<file path="src/rtl/tlb_pkg.sv">
package tlb_pkg;

    // Source of the replacement choice for a fill of a new page.
    typedef enum logic [1:0] {
        VIC_FREE     = 2'd0,
        VIC_UNREF    = 2'd1,
        VIC_FALLBACK = 2'd2
    } vic_src_e;

endpackage

</file>
<file path="src/rtl/tlb_lowest_enc.sv">
module tlb_lowest_enc #(
    parameter int ENTRIES = 16,
    localparam int IDX_W = (ENTRIES > 1) ? $clog2(ENTRIES) : 1
) (
    input  logic [ENTRIES-1:0] req,
    output logic               found,
    output logic [IDX_W-1:0]   idx
);

    always_comb begin
        found = 1'b0;
        idx   = '0;
        for (int i = ENTRIES - 1; i >= 0; i--) begin
            if (req[i]) begin
                found = 1'b1;
                idx   = IDX_W'(i);
            end
        end
    end

endmodule

</file>
<file path="src/rtl/tlb_tag_match.sv">
module tlb_tag_match #(
    parameter int ENTRIES = 16,
    parameter int VPN_W   = 20
) (
    input  logic [ENTRIES-1:0][VPN_W-1:0] tags,
    input  logic [ENTRIES-1:0]            valid,
    input  logic [VPN_W-1:0]              vpn,
    output logic [ENTRIES-1:0]            match
);

    for (genvar g = 0; g < ENTRIES; g++) begin : g_cmp
        assign match[g] = valid[g] && (tags[g] == vpn);
    end

endmodule

</file>
<file path="src/rtl/tlb_victim_pick.sv">
module tlb_victim_pick
    import tlb_pkg::*;
#(
    parameter int ENTRIES = 16,
    localparam int IDX_W = (ENTRIES > 1) ? $clog2(ENTRIES) : 1
) (
    input  logic [ENTRIES-1:0] valid,
    input  logic [ENTRIES-1:0] refd,
    output logic [IDX_W-1:0]   idx,
    output vic_src_e           src
);

    logic             free_found, unref_found;
    logic [IDX_W-1:0] free_idx, unref_idx;

    tlb_lowest_enc #(.ENTRIES(ENTRIES)) u_free (
        .req   (~valid),
        .found (free_found),
        .idx   (free_idx)
    );

    tlb_lowest_enc #(.ENTRIES(ENTRIES)) u_unref (
        .req   (valid & ~refd),
        .found (unref_found),
        .idx   (unref_idx)
    );

    always_comb begin
        if (free_found) begin
            idx = free_idx;
            src = VIC_FREE;
        end else if (unref_found) begin
            idx = unref_idx;
            src = VIC_UNREF;
        end else begin
            idx = '0;
            src = VIC_FALLBACK;
        end
    end

endmodule

</file>
<file path="src/rtl/tlb_assoc_cache.sv">
module tlb_assoc_cache
    import tlb_pkg::*;
#(
    parameter int VA_W    = 32,
    parameter int PA_W    = 32,
    parameter int OFF_W   = 12,
    parameter int ATTR_W  = 4,
    parameter int ENTRIES = 16,
    localparam int VPN_W = VA_W - OFF_W,
    localparam int PFN_W = PA_W - OFF_W,
    localparam int IDX_W = (ENTRIES > 1) ? $clog2(ENTRIES) : 1
) (
    input  logic              clk,
    input  logic              rst_n,
    input  logic              lk_valid,
    input  logic [VA_W-1:0]   lk_vaddr,
    output logic              lk_hit,
    output logic [PA_W-1:0]   lk_paddr,
    output logic [ATTR_W-1:0] lk_attr,
    input  logic              fill_valid,
    input  logic [VPN_W-1:0]  fill_vpn,
    input  logic [PFN_W-1:0]  fill_frame,
    input  logic [ATTR_W-1:0] fill_attr,
    input  logic              inv_valid,
    input  logic [VPN_W-1:0]  inv_vpn,
    input  logic              flush
);

    typedef struct packed {
        logic [PFN_W-1:0]  frame;
        logic [ATTR_W-1:0] attr;
    } pte_t;

    typedef struct packed {
        logic [ENTRIES-1:0]            valid;
        logic [ENTRIES-1:0]            refd;
        logic [ENTRIES-1:0][VPN_W-1:0] tag;
        pte_t [ENTRIES-1:0]            pte;
    } state_t;

    state_t st_d, st_q;

    logic [VPN_W-1:0]   lk_vpn;
    logic [OFF_W-1:0]   lk_off;
    logic [ENTRIES-1:0] lk_match, fill_match, inv_match;
    logic               lk_found, fill_found;
    logic [IDX_W-1:0]   lk_idx, fill_idx, vic_idx, wr_idx;
    vic_src_e           vic_src;
    logic [ENTRIES-1:0] set_mask;
    pte_t               hit_pte;

    assign lk_vpn = lk_vaddr[VA_W-1:OFF_W];
    assign lk_off = lk_vaddr[OFF_W-1:0];

    // Parallel tag compare for each request source.
    tlb_tag_match #(.ENTRIES(ENTRIES), .VPN_W(VPN_W)) u_lk_match (
        .tags  (st_q.tag),
        .valid (st_q.valid),
        .vpn   (lk_vpn),
        .match (lk_match)
    );

    tlb_tag_match #(.ENTRIES(ENTRIES), .VPN_W(VPN_W)) u_fill_match (
        .tags  (st_q.tag),
        .valid (st_q.valid),
        .vpn   (fill_vpn),
        .match (fill_match)
    );

    tlb_tag_match #(.ENTRIES(ENTRIES), .VPN_W(VPN_W)) u_inv_match (
        .tags  (st_q.tag),
        .valid (st_q.valid),
        .vpn   (inv_vpn),
        .match (inv_match)
    );

    tlb_lowest_enc #(.ENTRIES(ENTRIES)) u_lk_enc (
        .req   (lk_match),
        .found (lk_found),
        .idx   (lk_idx)
    );

    tlb_lowest_enc #(.ENTRIES(ENTRIES)) u_fill_enc (
        .req   (fill_match),
        .found (fill_found),
        .idx   (fill_idx)
    );

    tlb_victim_pick #(.ENTRIES(ENTRIES)) u_victim (
        .valid (st_q.valid),
        .refd  (st_q.refd),
        .idx   (vic_idx),
        .src   (vic_src)
    );

    // Lookup result, same cycle as the request.
    always_comb begin
        hit_pte  = st_q.pte[lk_idx];
        lk_hit   = lk_valid && lk_found;
        lk_paddr = '0;
        lk_attr  = '0;
        if (lk_hit) begin
            lk_paddr = {hit_pte.frame, lk_off};
            lk_attr  = hit_pte.attr;
        end
    end

    // Next-state computation.
    always_comb begin
        st_d     = st_q;
        set_mask = '0;
        wr_idx   = fill_found ? fill_idx : vic_idx;
        if (flush) begin
            st_d.valid = '0;
            st_d.refd  = '0;
        end else begin
            if (lk_hit) begin
                set_mask[lk_idx] = 1'b1;
            end
            if (inv_valid) begin
                st_d.valid = st_d.valid & ~inv_match;
                st_d.refd  = st_d.refd & ~inv_match;
            end
            if (fill_valid) begin
                st_d.valid[wr_idx]     = 1'b1;
                st_d.tag[wr_idx]       = fill_vpn;
                st_d.pte[wr_idx].frame = fill_frame;
                st_d.pte[wr_idx].attr  = fill_attr;
                set_mask[wr_idx]       = 1'b1;
            end
            st_d.refd = (st_d.refd | set_mask) & st_d.valid;
            if (&st_d.refd) begin
                st_d.refd = set_mask & st_d.valid;
            end
        end
    end

    always_ff @(posedge clk) begin
        if (!rst_n) begin
            st_q <= '0;
        end else begin
            st_q <= st_d;
        end
    end

endmodule

</file>
<file path="config.mk">
export PLATFORM = sky130hd
export DESIGN_NAME = tlb_assoc_cache
export DESIGN_NICKNAME = d
export VERILOG_FILES = /design/src/rtl/tlb_pkg.sv /design/src/rtl/tlb_lowest_enc.sv /design/src/rtl/tlb_tag_match.sv /design/src/rtl/tlb_victim_pick.sv /design/src/rtl/tlb_assoc_cache.sv
export SDC_FILE = /design/constraint.sdc
export NUM_CORES = 2
export LEC_CHECK = 0
export BUFFER_PORTS_ARGS = -buffer_cell sky130_fd_sc_hd__buf_2
export CORE_MARGIN = 2
export CORE_UTILIZATION = 35
export DETAILED_ROUTE_END_ITERATION = 6
export PLACE_DENSITY = 0.61
export SLEW_MARGIN = 20
export SYNTH_ARGS = -nofsm -noshare
export SYNTH_HDL_FRONTEND = slang
export SYNTH_SLANG_ARGS = --single-unit
export TNS_END_PERCENT = 50
</file>
<file path="constraint.sdc">
create_clock -name clk -period 6 [get_ports clk]
set_input_delay 0.9 -clock clk [delete_from_list [all_inputs] [get_ports clk]]
set_output_delay 0.9 -clock clk [all_outputs]
set_load 0.1 [all_outputs]
</file>
After elaboration in Yosys (flattened, before gate mapping)
Cells that the tools add are included.
{ "word_totals": {"elab_cells": 326, "register_bits": 736, "inputBits": 102, "out_inout_bits": 37} }
{ "classes": {"n_bitwise": 13, "muxes": 157, "reduce_logical": 54, "n_lt_le_gt_ge": 4, "n_eq_ne": 48} }
{ "ops": {"columns": ["op", "n"], "rows": [
  ["$eq 20x20->1", 48],
  ["$bwmux 384", 2],
  ["$bwmux 320", 1],
  ["$mux 4", 69],
  ["$demux 24 s4", 2],
  ["$mux 16", 7],
  ["$bmux 24 s4", 1],
  ["$mux 32", 3],
  ["$and 16x16->16", 5],
  ["$demux 20 s4", 1],
  ["$mux 1", 66],
  ["$logic_and 1x1->1", 51],
  ["$mux 24", 2],
  ["$not 16->16", 3],
  ["$or 16x16->16", 3],
  ["$mux 20", 1],
  ["$reduce_and 16->1", 1],
  ["$lt 4x5->1 const B", 2],
  ["$demux 1 s4", 2],
  ["$ge 4x1->1 const B", 2],
  ["$not 1->1", 2],
  ["$reduce_and 2->1", 1],
  ["$reduce_or 2->1", 1]
]} }

Depth between registers and ports, before layout
{ "logic_depth": {"depth_word": 32, "ltp_mapped": 19, "ltp_nobuf": 13} }

Hierarchy
A second synthesis with hierarchy kept.
{ "hier_totals": {"hier_cells": 5199, "area_unflattened_um2": 43526.7} }
{ "modules_own_cells": {"columns": ["mod", "n_inst", "area_each_um2", "seq_area_each_um2", "cells_each"], "rows": [
  ["tlb_assoc_cache", 1, 31127.4, 14734.1, 3609],
  ["tlb_tag_match", 3, 3836.2, 0.0, 472],
  ["tlb_lowest_enc", 4, 178.9, 0.0, 33],
  ["tlb_victim_pick", 1, 175.2, 0.0, 42]
]} }

Worst setup path after synthesis
OpenSTA, ideal clock, no wires.
{ "synth_path": {"path_type": "input-to-output", "start": "input lk_vaddr[15]", "end": "output lk_paddr[12]", "path_slack_ps": 125, "arrival_ps": 4975, "stages": 18, "required_ps": 5100, "path_buffers": 6, "path_cell_list": "buf_2 -> buf_2 -> xnor2_1 -> nand4_1 -> nor4_1 -> nand4_1 -> and3_1 -> a221oi_2 -> or2_1 -> clkbuf_1 -> clkbuf_1 -> clkbuf_1 -> clkbuf_1 -> nand2_1 -> nand3_1 -> o21ai_0 -> a22oi_1 -> and3_1"} }
{ "synth_between": {"elab_chain_len": 21, "elab_cells_between_ends": 68, "cone_classes": "16 x eq/ne; 35 x mux; 17 x reduce/logical"} }
{ "synth_lines": {"columns": ["element", "line", "source"], "rows": [
  ["start, declared", "tlb_assoc_cache.sv:16", "input logic [VA_W-1:0] lk_vaddr,"],
  ["$eq 20x20->1", "tlb_tag_match.sv:12", "assign match[g] = valid[g] && (tags[g] == vpn);"],
  ["$logic_and 1x1->1", "tlb_tag_match.sv:12", null],
  ["$mux 4 (16 in a row)", "tlb_lowest_enc.sv:14", "if (req[i]) begin"],
  ["$bmux 24 s4", "tlb_assoc_cache.sv:98", "hit_pte = st_q.pte[lk_idx];"],
  ["$mux 24 (implied by the code)", "tlb_assoc_cache.sv:98", null],
  ["$mux 32 (*)", "tlb_assoc_cache.sv:102", "if (lk_hit) begin"],
  ["end, declared", "tlb_assoc_cache.sv:18", "output logic [PA_W-1:0] lk_paddr,"]
]} }
Mark *: on every way between the ends. The rest lies on a longest branch, timed or not. The select of a mux whose other input is x is not followed.

Worst setup path in the final report
{ "layout_path": {"start": "input lk_vaddr[18]", "end": "output lk_paddr[20]"} }
The elaborated chain is that of the path after synthesis.

==> results.txt <==
number of DRC violations after detailed-routing iteration 0: 4531
number of flip-flops under the largest register name: 736
mean post-synth cell area: 8.362 sq um
area of the placeable core: 0.1292 sq mm
proportion of register bits with asynchronous set or reset after synthesis: 0%
total CTS buffers: 87
mux contribution to synthesized area: 12.62%
nets: 5561
XOR/XNOR share of the synthesized area: 18.48%
Die Footprint: 0.1328 sq mm
detailed-route wire length: 185200 um
final count of hold timing violations: 0
area taken by flip-flops and latches: 0.01473 sq mm
Worst Setup End Kind: primary output
Die X: 364.4 um
count of flip-flops with a built-in enable after synthesis: 0
max-slew headroom at the worst pin: 27.07%
max-cap violation count: 0
Top Ports: 139
total of fill cells in the finished design: 13010
startpoint class of the critical path: input pin
die outline height: 364.4 um
kind of critical path: in -> out
syn_nets: 5538
TritonCTS sink count: 736
Post-Route Skew: 0.08929 ns
arrival time worst endpoint: 4.97 ns
maximum level of the CTS H-tree: 3
simple logic cell fraction of the synthesized area: 25.59%
clock input transition at the sequential cells of the worst setup and hold paths: 0.06 ns
initial core utilization: 35.20%
commonest non-fill, non-tap cells in the layout: nand2_1, dfxtp_1, xnor2_1, nor2b_1, mux2i_1
number of instances resized during post-cts repair: 0
Synth cell types: 71
WP data required: 5.10 ns
Largest regs: st_q: 736 flops
Max Freq: 0.1703 GHz
Overall Global Routing Usage: 27.23%
min Tclk post-route: 5.871 ns
dominant combinational cell family by area after synthesis: simple AND/OR/NAND/NOR gates
Period Utilization, post-route: 97.84%
adder-cell share of the synthesized area: 0%
Rows: 132
WL per Instance: 25.47 um
placer congestion estimate: 1.052
clock latency on the worst-skew pair: 0.75 ns
largest net degree at the start of global routing: 239
antenna diode count: 0
hold_buf cts: 0
Final setup violation count: 0
DRC violation count after routing: 0
Worst-Margin Slew: 1.094 ns
growth of design area from synthesis to finish: 16.29%
ys flop type: dfxtp_1
register bit count reported by yosys: 736
vias in the first global route: 38780
Reg with most FFs: st_q
Syn Inst Count: 5436
RSZ-0062 raised after global routing: no
total number of vias: 40370
worst IR drop on VDD: 0.2243 mV
count of non-filler cells in the finished layout: 7272
Final Slew Violations: 0
total of buffers placed on input and output ports: 138
remaining number of nets flagged by the antenna check after routing: 0
TritonCTS clock tree: yes
placed insts: 7112
final-layout setup total negative slack: 0 ns
share of final-layout standard cells stronger than drive strength 1: 10.58%
largest buffer count on any clock path: 3
via count normalized by instance count: 5.551
path class of the lowest-slack min-delay path: reg -> reg
Critical Path Fanout Max: 33
Yosys warnings: 0
Post-Syn Area: 0.04546 sq mm
total power per unit cell area: 224.4 mW/mm^2
leakage power summed over all cells: 19.15 nW
clk root buf: clkbuf_16
count of TritonRoute iterations in the first routing pass: 7
hpwl dp: 123500 um
area of the multi-input gates: 0.02893 sq mm
initial antenna violation count: 4
post-synthesis compound-gate area fraction: 6.589%
overflow left after global routing: 0
wire length of the first global-routing pass: 269000 um
result of the run: complete, no violations
register area share after synthesis: 32.41%
commonest non-fill, non-tap cell in the layout: nand2_1
setup repair bufs after CTS: 0
## power by group
part / switching [mW] / internal [mW] / total, mW
registers: 0.0258 / 4.91 / 4.93
logic: 0.766 / 0.456 / 1.22
clock network: 2.37 / 3.34 / 5.71
total: 3.16 / 8.71 / 11.9
## layout make-up
type                       count  share of cell area, %
clock buffer                 129                  4.852
multi-input combinational   4214                  54.72
tap                         1742                  4.123
sequential                   736                  27.87
inverter                      35                 0.2485
clock inverter                31                  1.008
timing repair buffer         385                  7.172
## layer usage
metal	up-vias	part of all wire (%)	global-route usage, %
met2	1938	43	41.75
met1	19540	43	36.08
li1	18340	-	-
met5	-	0.030	0
met4	8	5.3	13.04
met3	536	8.9	6.069
## worst max-delay path: stages
cell      delay [ns]
buf_2           0.53
buf_4           0.32
xnor2_1         0.16
nand4_1         0.16
nor4_1          0.48
o211ai_1        0.19
o311ai_2        0.20
a221oi_2        0.14
buf_4           0.20
nor2_4          0.31
buf_12          0.26
buf_4           0.15
nand2_1         0.05
nand2_1         0.08
o21ai_0         0.09
a22oi_1         0.17
and3_1          0.21
buf_4           0.15
buf_12          0.17
## path summary, 6_finish.rpt
path	slack, ns	from	end	depth (start not counted)
setup / recovery	0.13	lk_vaddr[18]	lk_paddr[20]	19
hold / removal	0.46	st_q[52]	st_q[52]	2
setup reg to reg	1.00	st_q[694]	st_q[718]	14
hold reg to reg	0.46	st_q[52]	st_q[52]	2
## synthesized netlist by cell type, types with 28 or more instances
master    instances  area [sq um]
inv_1            35         131.4
xor2_1          257          2251
o21ai_0         120         600.6
and3_1           34         212.7
nor3_1           29         145.1
nand2_1         821          3082
a22oi_1          49         367.9
a21boi_0        135          1013
buf_1            31         116.4
nor2b_1         586          3666
nor4_1          121         757.0
a21oi_1          28         140.1
nand4_1         250          1564
buf_2            97         485.5
and2_1           28         175.2
nor2_1           69         259.0
mux2i_1         573          5736
dfxtp_1         736         14730
clkbuf_1        321          1205
xnor2_1         702          6148
nand3_1         194         970.9
## stage by stage
stage          power, mW  worst slack, ns  utilization (%)  hold slack (ns)  area (sq um)
2_1_floorplan      5.747           0.1252                -           0.4437         45460
3_3_place_gp       6.216          0.09494            38.52           0.4514         49750
3_5_place_dp       6.214           0.1210            38.52           0.4599         49750
4_1_cts            11.91          0.07262            40.92           0.4682         52850
5_1_grt            12.20          0.01211            40.93           0.4809         52860
6_report           11.86           0.1295            40.93           0.4650         52860
## cells by family after synthesis
family          Yosys count
mux                     573
xor+xnor                959
flops                   736
compound gates          445
simple gates           2237
buf+inv                 486
Note: power is estimated with default switching activity, not from simulation.
